--- src/rtl/pwm_pkg.sv ---
// Shared encodings for the partial register write merge unit.
// Assumes a register width that is a multiple of eight bytes' worth of lanes.
package pwm_pkg;
    typedef enum logic [1:0] {
        SZ_1B = 2'b00,
        SZ_2B = 2'b01,
        SZ_4B = 2'b10,
        SZ_8B = 2'b11
    } opsize_e;

    typedef enum logic [1:0] {
        OP_COPY = 2'b00,
        OP_ZEXT = 2'b01,
        OP_SEXT = 2'b10,
        OP_ACCW = 2'b11
    } opkind_e;

    localparam int NUM_SIZES = 4;
endpackage

--- src/rtl/pwm_extend.sv ---
// Widens the low 1/2/4/8-byte field of src to the full width, with zero or
// sign fill. Assumes size selects the source field; fill is taken from the
// field's top bit when sign_en is set.
module pwm_extend
    import pwm_pkg::*;
#(
    parameter int DATA_W = 64
) (
    input  logic              clk,
    input  logic              rst_n,
    input  logic [1:0]        size,
    input  logic              sign_en,
    input  logic [DATA_W-1:0] src,
    output logic [DATA_W-1:0] ext_out
);
    localparam int LANE0_W = DATA_W / 8;
    localparam int LANE1_W = DATA_W / 4;

    logic [DATA_W-1:0] cand [NUM_SIZES];

    // One widened candidate per source size.
    for (genvar i = 0; i < NUM_SIZES; i++) begin : g_size
        localparam int W = DATA_W >> (NUM_SIZES - 1 - i);
        if (i == NUM_SIZES - 1) begin : g_full
            assign cand[i] = src;
        end else begin : g_part
            assign cand[i] = {{(DATA_W - W){sign_en & src[W-1]}}, src[W-1:0]};
        end
    end

    // Pick the candidate for the requested source size.
    always_comb begin
        ext_out = cand[size];
    end

    // byte source with sign fill gives a uniform field above bit 6
    a_r6_sign_byte: assert property (@(posedge clk) disable iff (!rst_n)
        (sign_en && size == SZ_1B) |->
            ((&ext_out[DATA_W-1:LANE0_W-1]) || !(|ext_out[DATA_W-1:LANE0_W-1])));
    // zero fill above a two-byte source
    a_r5_zero_word: assert property (@(posedge clk) disable iff (!rst_n)
        (!sign_en && size == SZ_2B) |-> (ext_out[DATA_W-1:LANE1_W] == '0));
    // sign fill above a two-byte source follows bit 15 of the source
    a_r6_sign_word: assert property (@(posedge clk) disable iff (!rst_n)
        (sign_en && size == SZ_2B) |->
            (ext_out[DATA_W-1] == src[LANE1_W-1]));
endmodule

--- src/rtl/pwm_merge.sv ---
// Combines write data with the old register contents for a given write size.
// Narrow (1- and 2-byte) writes keep the old upper bytes, a half-width write
// clears the upper half, a full write replaces everything.
module pwm_merge
    import pwm_pkg::*;
#(
    parameter int DATA_W = 64
) (
    input  logic              clk,
    input  logic              rst_n,
    input  logic [1:0]        size,
    input  logic [DATA_W-1:0] old_val,
    input  logic [DATA_W-1:0] data,
    output logic [DATA_W-1:0] merged
);
    localparam int LANE0_W = DATA_W / 8;
    localparam int LANE1_W = DATA_W / 4;
    localparam int LANE2_W = DATA_W / 2;

    logic [DATA_W-1:0] cand [NUM_SIZES];

    // One merged candidate per write size.
    for (genvar i = 0; i < NUM_SIZES; i++) begin : g_size
        localparam int W = DATA_W >> (NUM_SIZES - 1 - i);
        if (i == NUM_SIZES - 1) begin : g_full
            assign cand[i] = data;
        end else if (i == NUM_SIZES - 2) begin : g_clear
            assign cand[i] = {{(DATA_W - W){1'b0}}, data[W-1:0]};
        end else begin : g_keep
            assign cand[i] = {old_val[DATA_W-1:W], data[W-1:0]};
        end
    end

    // Pick the candidate for the requested write size.
    always_comb begin
        merged = cand[size];
    end

    // byte write keeps the old upper bytes
    a_r1_keep_byte: assert property (@(posedge clk) disable iff (!rst_n)
        (size == SZ_1B) |-> (merged[DATA_W-1:LANE0_W] == old_val[DATA_W-1:LANE0_W]
                             && merged[LANE0_W-1:0] == data[LANE0_W-1:0]));
    // two-byte write keeps the old upper bytes
    a_r2_keep_word: assert property (@(posedge clk) disable iff (!rst_n)
        (size == SZ_2B) |-> (merged[DATA_W-1:LANE1_W] == old_val[DATA_W-1:LANE1_W]));
    // four-byte write clears the upper half
    a_r3_clear_upper: assert property (@(posedge clk) disable iff (!rst_n)
        (size == SZ_4B) |-> (merged[DATA_W-1:LANE2_W] == '0
                             && merged[LANE2_W-1:0] == data[LANE2_W-1:0]));
    // full write takes the data unchanged
    a_r4_full_write: assert property (@(posedge clk) disable iff (!rst_n)
        (size == SZ_8B) |-> (merged == data));
endmodule

--- src/rtl/partial_write_merge.sv ---
// Top of the partial register write merge unit. Decodes the operation into an
// extension step and a merge step and optionally registers the result.
// Assumes extension requests carry a legal source/destination pair.
module partial_write_merge
    import pwm_pkg::*;
#(
    parameter int DATA_W     = 64,
    parameter bit REGISTERED = 1'b0
) (
    input  logic              clk,
    input  logic              rst_n,
    input  logic [1:0]        op_kind,
    input  logic [1:0]        src_size,
    input  logic [1:0]        dst_size,
    input  logic [DATA_W-1:0] old_val,
    input  logic [DATA_W-1:0] new_val,
    output logic [DATA_W-1:0] wr_val
);
    localparam int HALF_W = DATA_W / 2;

    opkind_e           kind;
    logic [1:0]        ext_size;
    logic              ext_sign;
    logic [DATA_W-1:0] ext_src;
    logic [DATA_W-1:0] ext_val;
    logic [1:0]        mrg_size;
    logic [DATA_W-1:0] mrg_data;
    logic [DATA_W-1:0] nxt_val;

    // Decode the operation into extension and merge controls.
    always_comb begin
        kind     = opkind_e'(op_kind);
        ext_src  = new_val;
        ext_size = src_size;
        ext_sign = 1'b0;
        mrg_size = dst_size;
        mrg_data = ext_val;
        unique case (kind)
            OP_COPY: begin
                mrg_size = src_size;
                mrg_data = new_val;
            end
            OP_ZEXT: ext_sign = 1'b0;
            OP_SEXT: ext_sign = 1'b1;
            OP_ACCW: begin
                ext_src  = old_val;
                ext_size = SZ_4B;
                ext_sign = 1'b1;
                mrg_size = SZ_8B;
            end
        endcase
    end

    pwm_extend #(.DATA_W(DATA_W)) u_ext (
        .clk     (clk),
        .rst_n   (rst_n),
        .size    (ext_size),
        .sign_en (ext_sign),
        .src     (ext_src),
        .ext_out (ext_val)
    );

    pwm_merge #(.DATA_W(DATA_W)) u_mrg (
        .clk     (clk),
        .rst_n   (rst_n),
        .size    (mrg_size),
        .old_val (old_val),
        .data    (mrg_data),
        .merged  (nxt_val)
    );

    if (REGISTERED) begin : g_reg
        logic [DATA_W-1:0] out_q;

        // Hold the merged value for one cycle; clear on reset.
        always_ff @(posedge clk) begin
            if (!rst_n) out_q <= '0;
            else        out_q <= nxt_val;
        end
        assign wr_val = out_q;

        // registered output presents the previous cycle's merge
        a_r9_one_cycle: assert property (@(posedge clk) disable iff (!rst_n)
            rst_n |=> (wr_val == $past(nxt_val)));
    end else begin : g_comb
        assign wr_val = nxt_val;
    end

    // accumulator widen keeps the low half and replicates bit 31 upward
    a_r8_acc_widen: assert property (@(posedge clk) disable iff (!rst_n)
        (op_kind == OP_ACCW) |-> (nxt_val[HALF_W-1:0] == old_val[HALF_W-1:0]
            && ((&nxt_val[DATA_W-1:HALF_W-1]) || !(|nxt_val[DATA_W-1:HALF_W-1]))));
    // extension to a two-byte destination keeps the old upper bytes
    a_r7_ext_word_dst: assert property (@(posedge clk) disable iff (!rst_n)
        ((op_kind == OP_ZEXT || op_kind == OP_SEXT) && dst_size == SZ_2B) |->
            (nxt_val[DATA_W-1:DATA_W/4] == old_val[DATA_W-1:DATA_W/4]));
    // zero extension never sets a bit above the destination width
    a_r5_zext_dword: assert property (@(posedge clk) disable iff (!rst_n)
        (op_kind == OP_ZEXT && dst_size == SZ_4B) |-> (nxt_val[DATA_W-1:HALF_W] == '0));
endmodule

--- config.mk ---
export PLATFORM = sky130hd
export DESIGN_NAME = partial_write_merge
export DESIGN_NICKNAME = d
export VERILOG_FILES = /design/src/rtl/pwm_pkg.sv /design/src/rtl/pwm_extend.sv /design/src/rtl/pwm_merge.sv /design/src/rtl/partial_write_merge.sv
export SDC_FILE = /design/constraint.sdc
export NUM_CORES = 1
export LEC_CHECK = 0
export BUFFER_PORTS_ARGS = -buffer_cell sky130_fd_sc_hd__buf_4
export CAP_MARGIN = 30
export CORE_ASPECT_RATIO = 0.7
export CORE_UTILIZATION = 35
export DETAILED_ROUTE_END_ITERATION = 12
export GPL_TIMING_DRIVEN = 0
export PLACE_DENSITY = 0.67
export SYNTH_ARGS = -nofsm -noshare
export SYNTH_HDL_FRONTEND = slang
export SYNTH_HIERARCHICAL = 1
export SYNTH_SLANG_ARGS = --single-unit
--- constraint.sdc ---
create_clock -name vclk -period 3.2
set_input_delay 0.32 -clock vclk [all_inputs]
set_output_delay 0.32 -clock vclk [all_outputs]
set_load 0.02 [all_outputs]
==> metrics, run 1 <==
status finished, final reports clean; final number of setup-violating endpoints 0; worst slew pin tran 0.590 ns; slew margin rel. 60.6%; Overall Global Routing Usage 23.5%; max-capacitance violation count 0; worst vdd rail ir drop 0.000106 V; number of global-route vias before repair 3826; synthesized net count 526; initial standard-cell utilization of the core 36.2%; post-route clock period utilization 95.7%; Die Y-Extent 83.2 microns; routed via count divided by cell count 5.38; min-delay src old_val[13]; Tot Pwr 1120 uW; PD cells 225 nW/um^2; Worst Path Class, Setup primary input to output port; Period minus WS final 3.06 ns; antenna viol nets, final 0; portion of total power attributed to sequential cells 0%; critical path peak fanout 10; gate count of the mapped netlist 386; via total after detailed routing 3822; Final Hold Viols 0; share of Yosys cell area claimed by the top area cell type 50.2%; startpoint types primary input; dpl hpwl 9630 microns; Mapped Avg Cell Area 8.55 sq um; internal power of the cells 586 uW; number of rows created at floorplan 29; final routed DRC violation total 0; final worst setup slack 0.138 ns; number of distinct library cells after synthesis 26; Hold Crit Endpoint wr_val[13]; arrival time at the worst endpoint 2.74 ns; clock buffer instance count of the final layout 0; WL per Instance 17.1 microns; initial antenna violation count 0; first-pass GRT wire length 19500 microns; number of search-and-repair iterations in the first detailed-routing pass 4; CTS hold repair buffers 0; drt initial violations 123; combinational share of power 100.0%; Area Growth Syn to Fin 50.6%; achievable frequency 327 MHz; ranking of synthesized cells by area mux2_2 (50%), a22o_1 (8.0%), o211ai_2 (5.3%); cell area after synthesis 3300 sq um; Setup TNS 0 ns; unrepaired setup endpoints after global routing no; placer congestion estimate 0.866; static power due to leakage 0.00233 uW; input/output buffers 198; sum of overflow across all layers after global routing 0; I/O pins 200; layout cells sized above 1 71.2%; area leader, netlist mux2_2; minimum setup slack after placement 0.101 ns; dpl cell area 4940 sq um; element type at the critical path end output port; total die area 9830 sq um; share of synthesized area occupied by flip-flops and latches 0%; switching share of power 47.5%; number of stages on the worst hold path 3; Die Width 118 microns; fill count 922; Sequential cell area 0 sq um; total inserted antenna cells 0; max-slew violation count 0; type of the worst min-delay path primary input to output port; pin count of the biggest net entering global routing 11; NumNets Final 729; WP data required 2.88 ns; Post-Layout Inst Area 4970 sq um; number of warnings printed during yosys synthesis 6; area of the core region 9110 sq um; power spent charging and discharging nets 530 uW; number of sequential cells 0; final WL 12200 microns; share of total power in the clock network 0%
==> stage by stage <==
stage          cells  util, %  hold slack (ns)
2_1_floorplan    386        -            0.829
3_3_place_gp     708     54.3            0.978
3_5_place_dp     708     54.3            0.977
4_1_cts          708     54.3            0.977
5_1_grt          711     54.6            0.989
6_report         711     54.6            0.980
==> power by group through the flow <==
| stage | clock network [uW] | registers, uW | logic, uW |
|---|---|---|---|
| 3_5_place_dp | 0 | 0 | 1100 |
| 5_1_grt | 0 | 0 | 1190 |
| 3_3_place_gp | 0 | 0 | 1090 |
| 2_1_floorplan | 0 | 0 | 687 |
| 6_report | 0 | 0 | 1120 |
| 4_1_cts | 0 | 0 | 1110 |
==> logic make-up (layout without fill, tap and decap cells) <==
family | count (synthesis) | count (layout) | synth area share (%)
buffers and inverters | 71 | 272 | 13.7
adder cells (fa/ha/maj) | 4 | 4 | 1.52
AND/OR/NAND/NOR | 66 | 66 | 9.63
AO/OA/AOI/OAI | 92 | 92 | 22.1
multiplexers | 153 | 153 | 53.1
==> cell usage after synthesis <==
cell type  number
a21oi_1         2
o211ai_2       14
nand4bb_1       1
mux2_2        147
nand2_1        24
and2_1          1
ha_1            4
buf_4          19
buf_2          17
nor2_2          1
nand2b_1        1
inv_1           7
nand4b_1        1
mux2i_4         1
or2_1           2
mux2_4          5
nor2b_1         1
o211ai_1       18
buf_6          12
clkbuf_1       15
a22o_1         30
clkbuf_2        1
o21ai_1         6
nand3_1        34
a211oi_1        2
o21ai_0        20
==> routing by layer <==
| metal | global-route usage, % | up-vias | wire (microns) |
|---|---|---|---|
| li1 | - | 1852 | - |
| met1 | 31.3 | 1831 | 5610 |
| met2 | 41.9 | 133 | 5790 |
| met3 | 2.54 | 6 | 683 |
| met4 | 2.21 | 0 | 89 |
| met5 | 0 | - | 0 |
==> worst max-delay path, stage by stage <==
cell and delay (ns):
buf_4 0.12, ha_1 0.19, buf_6 0.13, buf_6 0.14, buf_6 0.15, nor2b_1 0.12
buf_4 0.18, mux2i_4 0.29, buf_6 0.17, buf_6 0.15, o21ai_1 0.08, mux2_2 0.27
mux2_2 0.26, buf_4 0.16
==> worst max-delay path by stage <==
stage | to | startpoint | slack (ns) | cells past startpoint
floorplan | wr_val[38] | op_kind[0] | 0.59 | 11
global route | wr_val[37] | op_kind[0] | 0.005 | 13
global placement | wr_val[38] | op_kind[0] | 0.12 | 13
finish | wr_val[22] | op_kind[0] | 0.14 | 14
CTS | wr_val[24] | op_kind[0] | 0.1 | 14
detailed placement | wr_val[38] | op_kind[0] | 0.10 | 13
==> repair_timing <==
item	4_1_cts	5_1_grt
gates resized for setup	0	2
buffers inserted	0	3
setup endpoints to repair	0	16
==> final cells by class <==
| cell class | instances | area [sq um] | share of cell area [%] |
|---|---|---|---|
| Tap cell | 124 | 155 | 3.12 |
| Buffer | 64 | 429 | 8.64 |
| Timing Repair Buffer | 201 | 1510 | 30.4 |
| Inverter | 7 | 26.3 | 0.529 |
| Multi-Input combinational cell | 315 | 2850 | 57.3 |
==> cell usage in the layout, fill, tap and decap left out, drive strengths merged <==
| master | count |
|---|---|
| a22o | 30 |
| nand4bb | 1 |
| nand4b | 1 |
| nand2 | 24 |
| clkbuf | 18 |
| nand3 | 34 |
| nor2 | 1 |
| o21ai | 26 |
| mux2 | 152 |
| and2 | 1 |
| o211ai | 32 |
| or2 | 2 |
| a211oi | 2 |
| mux2i | 1 |
| ha | 4 |
| a21oi | 2 |
| buf | 247 |
| nor2b | 1 |
| nand2b | 1 |
| inv | 7 |
(Power assumes the default switching activity.)
==> run 2: changes to the inputs <==
Clock period 3.2 ns to 3.8 ns, I/O delays scaled along.
==> metrics, run 2 (synthesis results as in run 1) <==
status finished, final reports clean; Tot Pwr 934 uW (-16%); area of the core region 9110 sq um (unchanged); Worst Path Class, Setup primary input to output port; pin count of the biggest net entering global routing 11 (unchanged); initial antenna violation count 0 (unchanged); first-pass GRT wire length 19500 microns (unchanged); static power due to leakage 0.00231 uW (-0.76%); WP data required 3.42 ns (+0.54 ns); drt initial violations 148 (+20%); Period minus WS final 3.23 ns; portion of total power attributed to sequential cells 0% (unchanged); Area Growth Syn to Fin 49.8%; CTS hold repair buffers 0 (unchanged); sum of overflow across all layers after global routing 0 (unchanged); share of total power in the clock network 0% (unchanged); switching share of power 47.6% (+0.18 points); I/O pins 200 (unchanged); Resized cells post-CTS 0 (unchanged); DR WL met3 712 microns (+4.2%); NumNets Final 726 (-0.41%); final number of setup-violating endpoints 0 (unchanged); Final Non-Filler Cells 708 (-0.42%); Sequential cell area 0 sq um (unchanged); Setup TNS 0 ns (unchanged); arrival time at the worst endpoint 2.85 ns (+0.11 ns); Final Hold Viols 0 (unchanged); total inserted antenna cells 0 (unchanged); M1 wire length 5510 microns (-1.8%); PD cells 189 nW/um^2 (-16%); combinational share of power 100.0% (about the same); clock buffer instance count of the final layout 0 (unchanged); worst slew pin tran 0.609 ns (+0.0185 ns); worst vdd rail ir drop 0.0000894 V (-16%); startpoint types primary input; final routed DRC violation total 0 (unchanged); most used cells in the layout excluding fill and tap cells buf_4 (217), mux2_2 (147), nand3_1 (34); dpl hpwl 9630 microns (unchanged); unrepaired setup endpoints after global routing no; total die area 9830 sq um (unchanged); routed via count divided by cell count 5.41 (+0.69%); internal power of the cells 489 uW (-17%); Overall Global Routing Usage 23.5% (unchanged); max-capacitance violation count 0 (unchanged); number of rows created at floorplan 29 (unchanged); type of the worst min-delay path primary input to output port; critical path peak fanout 10 (unchanged); amount of wire on met2 after detailed routing 5810 microns (+0.40%); most common cell after layout, fill and taps aside buf_4; post-route clock period utilization 84.9%; number of cells in the design after placement 708 (unchanged); number of global-route vias before repair 3826 (unchanged); element type at the critical path end output port; number of buffers inserted by post-CTS setup repair 0 (unchanged); via total after detailed routing 3832 (+0.26%); number of search-and-repair iterations in the first detailed-routing pass 4 (unchanged); power spent charging and discharging nets 445 uW (-16%); antenna viol nets, final 0 (unchanged); input/output buffers 198 (unchanged); number of sequential cells 0 (unchanged); highest layer used for signal routing met4; layout cells sized above 1 71.1% (-0.15 points); slew margin rel. 59.4% (-1.2 points); achievable frequency 310 MHz; Die Width 118 microns (unchanged); Die Y-Extent 83.2 microns (unchanged); WL per Instance 17.1 microns (about the same); final WL 12100 microns (-0.39%); placer congestion estimate 0.866 (unchanged); initial standard-cell utilization of the core 36.2% (unchanged); max-slew violation count 0 (unchanged); Final Util 54.3% (-0.30 points)
==> run 2: cell count changes in the layout (fill, tap and decap cells not counted), sizes merged <==
cell	before	now
buf	247	246
clkbuf	18	16
==> run 2: layout make-up <==
cell class / instances / area [sq um]
Fill cell: 923 / 4170
Tap cell: 124 / 155
Multi-Input combinational cell: 315 / 2850
Buffer: 64 / 424
Timing Repair Buffer: 198 / 1490
Inverter: 7 / 26.3
==> run 2: power by group through the flow <==
stage	Combinational, uW	Sequential, uW	Clock [uW]
floorplan	578	0	0
global placement	916	0	0
detailed placement	930	0	0
CTS	936	0	0
global route	997	0	0
finish	934	0	0
==> run 2: per-stage QoR <==
step / area, sq um / hold WS (ns) / worst slack, ns
after CTS: 4940 / 1.10 / 0.577
after detailed placement: 4940 / 1.10 / 0.581
after global placement: 4940 / 1.10 / 0.598
after floorplan: 3300 / 0.949 / 1.07
final: 4940 / 1.10 / 0.573
after global routing: 4940 / 1.11 / 0.428
==> run 2: path summary, 6_finish.rpt <==
| path | endpoint | cells after the start | start |
|---|---|---|---|
| setup / recovery | wr_val[37] | 13 | op_kind[0] |
| hold / removal | wr_val[10] | 3 | old_val[10] |
==> run 2: metal layers <==
metal	vias to the layer above	GRT usage, %
met5	-	0
met2	136	41.9
met1	1848	31.3
met3	6	2.54
li1	1842	-
met4	0	2.21
==> run 2: critical path, cell delays in order <==
cell and delay, ns:
buf_4 0.12, ha_1 0.19, buf_6 0.13, buf_6 0.14
buf_6 0.15, or2_1 0.27, nand2b_1 0.11, buf_2 0.25
buf_2 0.34, o211ai_2 0.10, mux2_2 0.28, a22o_1 0.21
buf_4 0.16
